File: config.mk
export PLATFORM = sky130hd
export DESIGN_NAME = noc_reg_nic
export DESIGN_NICKNAME = d
export VERILOG_FILES = /design/src/rtl/noc_reg_nic.sv
export SDC_FILE = /design/constraint.sdc
export NUM_CORES = 1
export LEC_CHECK = 0
export CAP_MARGIN = 20
export CORE_MARGIN = 4
export CORE_UTILIZATION = 44
export DETAILED_ROUTE_END_ITERATION = 10
export GPL_TIMING_DRIVEN = 0
export HOLD_SLACK_MARGIN = 0.1
export PLACE_DENSITY = 0.95
export SYNTH_ARGS = -nofsm -noshare
export SYNTH_HDL_FRONTEND = slang
export SYNTH_SLANG_ARGS = --single-unit
File: constraint.sdc
create_clock -name clk -period 3.36 [get_ports clk]
set_clock_uncertainty 0.15 [all_clocks]
set_input_delay 1.008 -clock clk [delete_from_list [all_inputs] [get_ports clk]]
set_output_delay 1.008 -clock clk [all_outputs]
set_load 0.01 [all_outputs]
File: src/rtl/noc_reg_nic.sv
module noc_reg_nic #(
  parameter int COORD_W = 4,
  parameter int PAY_W   = 16,
  parameter int BUS_W   = 32,
  parameter int MY_X    = 0,
  parameter int MY_Y    = 0
) (
  input  logic             clk,
  input  logic             rst_n,
  input  logic             bus_sel,
  input  logic             bus_wr,
  input  logic [3:0]       bus_addr,
  input  logic [BUS_W-1:0] bus_wdata,
  output logic [BUS_W-1:0] bus_rdata,
  output logic             tx_req,
  output logic [BUS_W-1:0] tx_pkt,
  input  logic             tx_ack,
  input  logic             rx_req,
  input  logic [BUS_W-1:0] rx_pkt,
  output logic             rx_ack
);
  localparam logic [3:0] OFS_STAT = 4'h0;
  localparam logic [3:0] OFS_CTRL = 4'h4;
  localparam logic [3:0] OFS_TX   = 4'h8;
  localparam logic [3:0] OFS_RX   = 4'hC;
  localparam int DEST_W = 2 * COORD_W;

  typedef enum logic [1:0] {TX_IDLE, TX_REQ, TX_REL} tx_st_t;

  tx_st_t              tx_st;
  logic [DEST_W-1:0]   dest_q;
  logic [BUS_W-1:0]    txp_q;
  logic [BUS_W-1:0]    rxp_q;
  logic                rx_full;
  logic                rxa_q;

  wire wr_ctrl = bus_sel && bus_wr  && bus_addr == OFS_CTRL;
  wire wr_tx   = bus_sel && bus_wr  && bus_addr == OFS_TX;
  wire rd_rx   = bus_sel && !bus_wr && bus_addr == OFS_RX;
  wire tx_busy = tx_st != TX_IDLE;
  wire rx_take = rx_req && !rxa_q && !rx_full;

  wire [COORD_W-1:0] my_x = COORD_W'(MY_X);
  wire [COORD_W-1:0] my_y = COORD_W'(MY_Y);
  wire [BUS_W-1:0] new_pkt = {dest_q[COORD_W-1:0], dest_q[DEST_W-1:COORD_W],
                              my_x, my_y, bus_wdata[PAY_W-1:0]};

  logic unused_wdata_hi;
  assign unused_wdata_hi = ^bus_wdata[BUS_W-1:PAY_W];

  always_ff @(posedge clk) begin
    if (!rst_n) dest_q <= '0;
    else if (wr_ctrl) dest_q <= bus_wdata[DEST_W-1:0];
  end

  always_ff @(posedge clk) begin
    if (!rst_n) begin
      tx_st <= TX_IDLE;
      txp_q <= '0;
    end else begin
      case (tx_st)
        TX_IDLE: if (wr_tx) begin
          txp_q <= new_pkt;
          tx_st <= TX_REQ;
        end
        TX_REQ:  if (tx_ack)  tx_st <= TX_REL;
        TX_REL:  if (!tx_ack) tx_st <= TX_IDLE;
        default: tx_st <= TX_IDLE;
      endcase
    end
  end

  always_ff @(posedge clk) begin
    if (!rst_n) begin
      rxa_q   <= 1'b0;
      rx_full <= 1'b0;
      rxp_q   <= '0;
    end else begin
      if (rx_take) begin
        rxp_q   <= rx_pkt;
        rxa_q   <= 1'b1;
        rx_full <= 1'b1;
      end else begin
        if (rxa_q && !rx_req) rxa_q <= 1'b0;
        if (rd_rx) rx_full <= 1'b0;
      end
    end
  end

  assign tx_req = tx_st == TX_REQ;
  assign tx_pkt = txp_q;
  assign rx_ack = rxa_q;

  always_comb begin
    bus_rdata = '0;
    if (bus_sel && !bus_wr) begin
      case (bus_addr)
        OFS_STAT: bus_rdata = {{(BUS_W-2){1'b0}}, rx_full, tx_busy};
        OFS_CTRL: bus_rdata = {{(BUS_W-DEST_W){1'b0}}, dest_q};
        OFS_RX:   bus_rdata = rxp_q;
        default:  bus_rdata = '0;
      endcase
    end
  end
endmodule

Word-level counts from Yosys, hierarchy flattened
Cells that the tools add are included.
{ "word_totals": {"mem_bits_rw": 0, "out_inout_bits": 66, "memories": 0, "input_bits": 74, "word_cells": 43, "rom_bits": 0, "regBits": 68, "latch_bits": 0} }
{ "classes": {"n_reduce_logical": 19, "eq_ne": 8, "mux": 10, "mul": 0, "addsub": 0, "div_mod_pow": 0, "n_lt_le_gt_ge": 0, "shift": 0, "n_bitwise": 0} }
{ "op_table": {"columns": ["operator", "n"], "rows": [
  ["$pmux W32 S3", 1],
  ["$mux W32", 1],
  ["$eq A4 B4 Y1 const B", 2],
  ["$logic_and A1 B1 Y1", 8],
  ["$mux W2", 3],
  ["$pmux W2 S3", 1],
  ["$reduce_bool A2 Y1", 3],
  ["$eq A4 B3 Y1 const B", 1],
  ["$logic_not A1 Y1", 4],
  ["$logic_not A4 Y1", 1],
  ["$mux W1", 4],
  ["$ne A2 B2 Y1 const B", 2],
  ["$reduce_and A3 Y1", 1],
  ["$eq A2 B1 Y1 const B", 1],
  ["$eq A2 B2 Y1 const B", 1],
  ["$logic_not A2 Y1", 1],
  ["$ne A2 B1 Y1 const B", 1],
  ["$reduce_and A2 Y1", 1]
]} }

Depth between registers and ports, before layout
Gate-level depths: netlist of run 1.
{ "depth": {"ltp_word": 5, "ltp_mapped": 5, "mapped_depth_nobuf": 3} }

Worst setup path before layout of run 1
OpenSTA, ideal clock, no wires.
{ "synth_path": {"kind": "in2out", "start": "input port bus_addr[0]", "end": "output port bus_rdata[22]", "arrival_time_ns": 1.885, "path_buffers": 2, "cell_stages": 5, "required_time_ns": 2.202, "slack_ns": 0.317, "cell_sequence": "and4bb_1 buf_4 and3b_4 buf_6 and2_1"} }
{ "synth_via": {"elab_chain_len": 3, "word_cells_on_any_way": 5, "cone_classes": "eq/ne (2); mux (2); reduce/logical (1)"} }
{ "synth_rtl": {"columns": ["item", "line_no", "source"], "rows": [
  ["start: declaration", "12", "input logic [3:0] bus_addr,"],
  ["$eq A4 B4 Y1 (tied with other cells)", "97", "case (bus_addr)"],
  ["$pmux W32 S3 (*)", "97", null],
  ["$mux W32 (*)", "96", "if (bus_sel && !bus_wr) begin"],
  ["end: declaration", "14", "output logic [BUS_W-1:0] bus_rdata,"]
]} }
Every way passes the cells marked *; elsewhere a longest branch is shown, timed or not.

Worst setup path in the final report of run 1
{ "layout_path": {"start": "input port bus_addr[1]", "end": "output port bus_rdata[12]"} }
The elaborated chain is that of the path after synthesis.

==> reports/results.ini, run 1 <==
[synth]
seq_area_frac_synth_pct = 45.1
syn_area_per_cell_um2 = 8.78
synth_common_cells = nand2_1, dfxtp_1, mux2i_1, a21boi_1, and2_1
synth_seq_cells = 68
synthTopCellsByArea = dfxtp_1, nand2_1, mux2i_1, a21boi_1, and2_1
synthFlopType = dfxtp_1
async_reset_ff_share_pct = 0
synth_edf_count = 0
post-synth-top-count-cell = nand2_1
syn_area_um2 = 3020
yosys.area.top_type = dfxtp_1
synth_cell_types = 34
ys_warn_count = 0
synthCells = 344
synth_top_area_share_pct = 45.1

[flow_run]
cap_viol_max_count = 0

[detailed_routing]
first_pass_iters = 4
routed_wl_um = 9000
ant_nets = 0
initialDrtViolationCount = 117
route.detailed.wl_per_inst_um = 15.8
routed-via-count = 2889
vias_per_cell = 5.06
drc = 0

[floorplan]
placementRows = 29
pin_count = 140
dieHeight_um = 90.8
dieArea_um2 = 8250
core-area_um2 = 6490
die_w_um = 90.8
start_util_pct = 46.5

[global_route]
grt_max_degree = 13
antenna_found_initial = 0
gr-total-overflow = 0
grt_pass1_wl_um = 14200
grt_pass1_vias = 2947
grt_usage_pct = 21.4

[clocking]
cts_root_buf = clkbuf_8
tritoncts = built
numCtsBuffers = 9
clk-insertion-delay-late_ns = 0.34
clockBufferDepth = 2
cts_max_level = 3
path_clk_slew_ns = 0.07
cts_sinks = 68

[critical_path]
critPathTopFamily = simple AND/OR/NAND/NOR gates
critical-path-slowest-cell = and4bb_1
cp.required_ns = 2.20
r2r-end = tx_pkt[24]
path_cells = buf_8, and4bb_1, buf_6, and3b_4, buf_6, buf_6, and2_1, buf_2
path_class = in2out
worst-path-max-fanout = 6
crit_end = bus_rdata[12]
startpoint = bus_addr[1]
r2r-start = tx_st[0]
worstSetupEndpointType = output pin
r2r_cells = 5
cp.arrival_ns = 2.26
slowest_delay_ns = 0.31
cp_num_buf_inv = 5
path_common_cell = buf_6
reg2reg_slack_ns = 1.67
start_kind = input pin
crit_cells = 8

[timing]
relSlewSlack_pct = 66.3
clock.fmax_mhz = 292
rsz0062_at_grt = true
layout_setup_ws_ns = -0.0620
period_needed_ns = 3.42
worst_pin_slew_ns = 0.506
finalSetupViolations = 10
final_max_slew_viol_count = 0
post-route-period-util_pct = 102
hold_viol_final = 0

[layout]
antenna_cells = 0
area_growth_pct = 53.4
drive_above_1_share_pct = 20.9
nets = 563
n_fill_cell = 487

[power_and_ir_drop]
total_power_mw = 1.82
leakagePower_nw = 1.85
ir_drop_mv = 0.244
power.density_nw_per_um2 = 394

[min_path]
min_path_type = reg2reg
holdPathStages = 2

[placed_design]
place_hpwl_um = 6530
gp_congestion = 0.835
port_buffers = 114
dpl_worst_slack_ns = -0.934

[status]
violations = setup timing
status = finished with violations

[per-layer routing]
layer	vias to the layer above	track usage, %	part of all wire (%)
met5	-	0	0
met4	0	8.67	3.5
met2	96	39.0	52
li1	1403	-	-
met1	1368	23.8	39
met3	22	5.08	5.5
[worst min-delay path, cell delays in order, from the launching register on]
cell      delay (ns)
dfxtp_1         0.31
nand2_1         0.05
a21boi_1        0.05
[stage by stage]
stage,area (um^2),TNS [ns],utilization (%),hold WS [ns],instances
2_1_floorplan,3050,0,-,0.280,351
3_5_place_dp,4280,-26.45,65.9,0.291,542
6_report,4630,-0.549,71.3,0.303,571
4_1_cts,4560,-0.192,70.2,0.301,571
5_1_grt,4630,-0.961,71.3,0.326,571
3_3_place_gp,4280,-25.37,65.9,0.286,542
[final cells by class]
type / count / area (um^2) / share of cell area, %
buffer: 31 / 218 / 4.70
multi-input combinational: 249 / 1520 / 32.7
clock buffer: 10 / 138 / 2.97
inverter: 3 / 11.3 / 0.243
sequential: 68 / 1360 / 29.4
clock inverter: 6 / 87.6 / 1.89
tap: 77 / 96.3 / 2.08
timing repair buffer: 127 / 1200 / 26.0
[cells in the final DEF (no fill, tap or decap), types with 3 or more instances in the layout]
cell type,n
dfxtp_1,68
and2_1,8
mux2i_1,33
dlygate4sd2_1,4
clkbuf_1,14
a22oi_1,3
and2_4,16
buf_6,26
clkdlybuf4s50_1,76
buf_2,10
conb_1,8
a22oi_2,3
clkbuf_8,10
nor2_1,6
clkbuf_2,5
a21oi_1,3
clkinvlp_4,3
nand2_1,117
buf_4,18
a21boi_1,32
inv_1,3
[logic make-up (layout without fill, tap and decap cells)]
family / after synthesis / after routing / synth area share (%)
compound gates: 44 / 44 / 10.7
xor+xnor: 1 / 1 / 0.290
buf+inv: 34 / 177 / 7.46
flops: 68 / 68 / 45.1
mux: 33 / 33 / 10.9
other cells: 1 / 8 / 0.124
simple gates: 163 / 163 / 25.4
[sequential cells by signal, indices dropped and copies added (netlist names)]
signal	cells
tx_pkt	24
tx_st	2
rxp_q	32
dest_q	8
rx_full	1
rx_ack	1
[how the worst min path moves through the flow]
stage	start	endpoint	slack [ns]
finish	rxp_q[9]	rxp_q[9]	0.30
global route	tx_pkt[2]	tx_pkt[2]	0.33
CTS	rxp_q[24]	rxp_q[24]	0.30
detailed placement	rxp_q[24]	rxp_q[24]	0.29
global placement	rxp_q[20]	rxp_q[20]	0.29
floorplan	rxp_q[10]	rxp_q[10]	0.28
[power breakdown]
group | internal (mW) | switching [mW] | leakage (nW)
clock | 0.436 | 0.317 | 0.105
sequential | 0.837 | 0.0185 | 0.553
combinational | 0.116 | 0.0991 | 1.19
total | 1.39 | 0.435 | 1.85
[timing repair]
item,in CTS,in global routing
endpoints found under the setup margin,32,29
buffers inserted,10,0
gates cloned,3,0
pin swaps,14,4
hold buffers,0,0
resized for setup,151,34
(Power assumes the default switching activity.)
==> run 2: changes to the inputs <==
--- a/config.mk
+++ b/config.mk
@@ -5,12 +5,11 @@
 export SDC_FILE = /design/constraint.sdc
 export NUM_CORES = 1
 export LEC_CHECK = 0
-export CAP_MARGIN = 20
 export CORE_MARGIN = 4
 export CORE_UTILIZATION = 44
 export DETAILED_ROUTE_END_ITERATION = 10
 export GPL_TIMING_DRIVEN = 0
-export HOLD_SLACK_MARGIN = 0.1
+export HOLD_SLACK_MARGIN = 0.05
 export PLACE_DENSITY = 0.95
 export SYNTH_ARGS = -nofsm -noshare
 export SYNTH_HDL_FRONTEND = slang
==> results of run 2 <==
Same layout as run 1: the final DEF is identical, and so are final timing and power.
==> run 3: changes to the inputs <==
--- a/config.mk
+++ b/config.mk
@@ -10,7 +10,7 @@
 export DETAILED_ROUTE_END_ITERATION = 10
 export GPL_TIMING_DRIVEN = 0
 export HOLD_SLACK_MARGIN = 0.05
-export PLACE_DENSITY = 0.95
+export PLACE_DENSITY = 0.9
 export SYNTH_ARGS = -nofsm -noshare
 export SYNTH_HDL_FRONTEND = slang
 export SYNTH_SLANG_ARGS = --single-unit
==> constraint.sdc (replaced) <==
create_clock -name clk -period 3.36 [get_ports clk]
set_clock_uncertainty 0.15 [all_clocks]
set_input_delay 1.008 -clock clk [delete_from_list [all_inputs] [get_ports clk]]
set_output_delay 1.008 -clock clk [all_outputs]
set_load 0.02 [all_outputs]
==> run 3 against run 2 <==
Compared with the run above:
- via count down 1.2%
- setup slack better by 0.060 ns
- die area unchanged
- non-clock buffer count down 4
- sequential share of layout area up 0.20 points
- cell count down 0.70%
- combinational power about the same
- register-to-register slack worse by 0.04 ns
- global-route usage down 0.056 points
- the run still ends with setup timing left
- sequential cell count unchanged
==> reports/results.ini, run 3 (synthesis results as in run 1) <==
[placed_design]
place_hpwl_um = 6460
dpl_worst_slack_ns = -1.01
gp_congestion = 0.805
port_buffers = 114
post_dp_cell_area_um2 = 4280

[critical_path]
r2r_cells = 5
worstSetupEndpointType = output pin
cp.arrival_ns = 2.20
cp.required_ns = 2.20
start_kind = input pin
path_class = in2out
worst-path-max-fanout = 5

[timing]
post-route-period-util_pct = 100
finalSetupViolations = 2
relSlewSlack_pct = 63.7
final_max_slew_viol_count = 0
hold_viol_final = 0
layout_setup_ws_ns = -0.00233
worst_pin_slew_ns = 0.545
clock.fmax_mhz = 297
rsz0062_at_grt = true
fin_setup_tns_ns = -0.00329
period_needed_ns = 3.36

[global_route]
grt_pass1_wl_um = 14100
grt_pass1_vias = 2936
antenna_found_initial = 0
gr-total-overflow = 0
grt_max_degree = 11
grt_usage_pct = 21.4

[clocking]
clockBufferDepth = 2
tritoncts = built
cts_max_level = 3
cts_sinks = 68
path_clk_slew_ns = 0.07
cts_root_buf = clkbuf_8
clk-insertion-delay-late_ns = 0.33
numCtsBuffers = 9

[layout]
layout_common_cells = nand2_1, clkdlybuf4s50_1, dfxtp_1, mux2i_1, a21boi_1
area_growth_pct = 52.3
drive_above_1_share_pct = 19.8
largest-register = rxp_q
stdcell_area_um2 = 4600
largest_reg_flops = 32
nets = 560
final_common_cell = nand2_1
antenna_cells = 0

[flow_run]
cap_viol_max_count = 0

[power_and_ir_drop]
ir_drop_mv = 0.297
power.density_nw_per_um2 = 383
leakagePower_nw = 1.83

[min_path]
min_path_type = reg2reg
holdPathStages = 2

[floorplan]
dieArea_um2 = 8250
placementRows = 29
dieHeight_um = 90.8
start_util_pct = 46.5
pin_count = 140
core-area_um2 = 6490
die_w_um = 90.8

[detailed_routing]
drc = 0
ant_nets = 0
route.detailed.wl_per_inst_um = 15.3
initialDrtViolationCount = 129
first_pass_iters = 4
vias_per_cell = 5.03
routed_wl_um = 8690
routed-via-count = 2854

[status]
violations = setup timing
status = finished with violations

[run 3: changes by cell type in the layout (fill, tap and decap cells not counted), sizes merged]
cell | previous run | this run
clkdlybuf4s15 | 1 | 4
and3b | 1 | 2
clkinv | 1 | 0
buf | 58 | 57
clkinvlp | 3 | 0
dlygate4sd2 | 4 | 2
bufinv | 2 | 1
[run 3: per-layer routing]
layer	track usage, %	share of wire, %
met5	0	0
met4	10.9	3.2
met3	4.33	5.2
met2	37.0	50
met1	24.9	41
[run 3: path summary, 6_finish.rpt]
kind / to / slack, ns / startpoint
max: bus_rdata[19] / -0.002 / bus_addr[0]
min: rxp_q[10] / 0.30 / rxp_q[10]
max reg2reg: tx_pkt[30] / 1.63 / tx_st[0]
min reg2reg: rxp_q[10] / 0.30 / rxp_q[10]
[run 3: what timing repair did]
item / in CTS / in global routing
hold buffers: 0 / 0
setup endpoints to repair: 32 / 24
setup buffers: 6 / 0
gates resized for setup: 180 / 32
cloned: 4 / 0
endpoints found under the hold margin: 0 / 0
pin swaps: 3 / 19
[run 3: power breakdown]
| part | leakage, nW | switching, mW | total, mW | internal, mW |
|---|---|---|---|---|
| Combinational | 1.17 | 0.105 | 0.218 | 0.114 |
| Clock | 0.103 | 0.285 | 0.686 | 0.401 |
| Sequential | 0.553 | 0.0183 | 0.856 | 0.837 |
[run 3: cell type report]
cell class | instances | area [um^2]
sequential | 68 | 1360
multi-input combinational | 250 | 1520
clock buffer | 14 | 173
timing repair buffer | 123 | 1190
tap | 77 | 96.3
fill | 497 | 1900
clock inverter | 1 | 30.0
buffer | 31 | 218
inverter | 3 | 11.3
[run 3: worst max-delay path: stages]
cell	delay, ns
buf_8	0.10
and4bb_1	0.32
buf_6	0.13
and3b_2	0.24
buf_6	0.14
and2_4	0.14
buf_6	0.11
[run 3: metrics by stage]
step / util [%] / total power, mW / cells / hold WS (ns)
2_1_floorplan: - / 0.978 / 351 / 0.280
3_3_place_gp: 65.9 / 1.08 / 542 / 0.286
3_5_place_dp: 65.9 / 1.08 / 542 / 0.290
4_1_cts: 69.8 / 1.76 / 567 / 0.302
5_1_grt: 70.8 / 1.83 / 567 / 0.320
6_report: 70.8 / 1.76 / 567 / 0.302
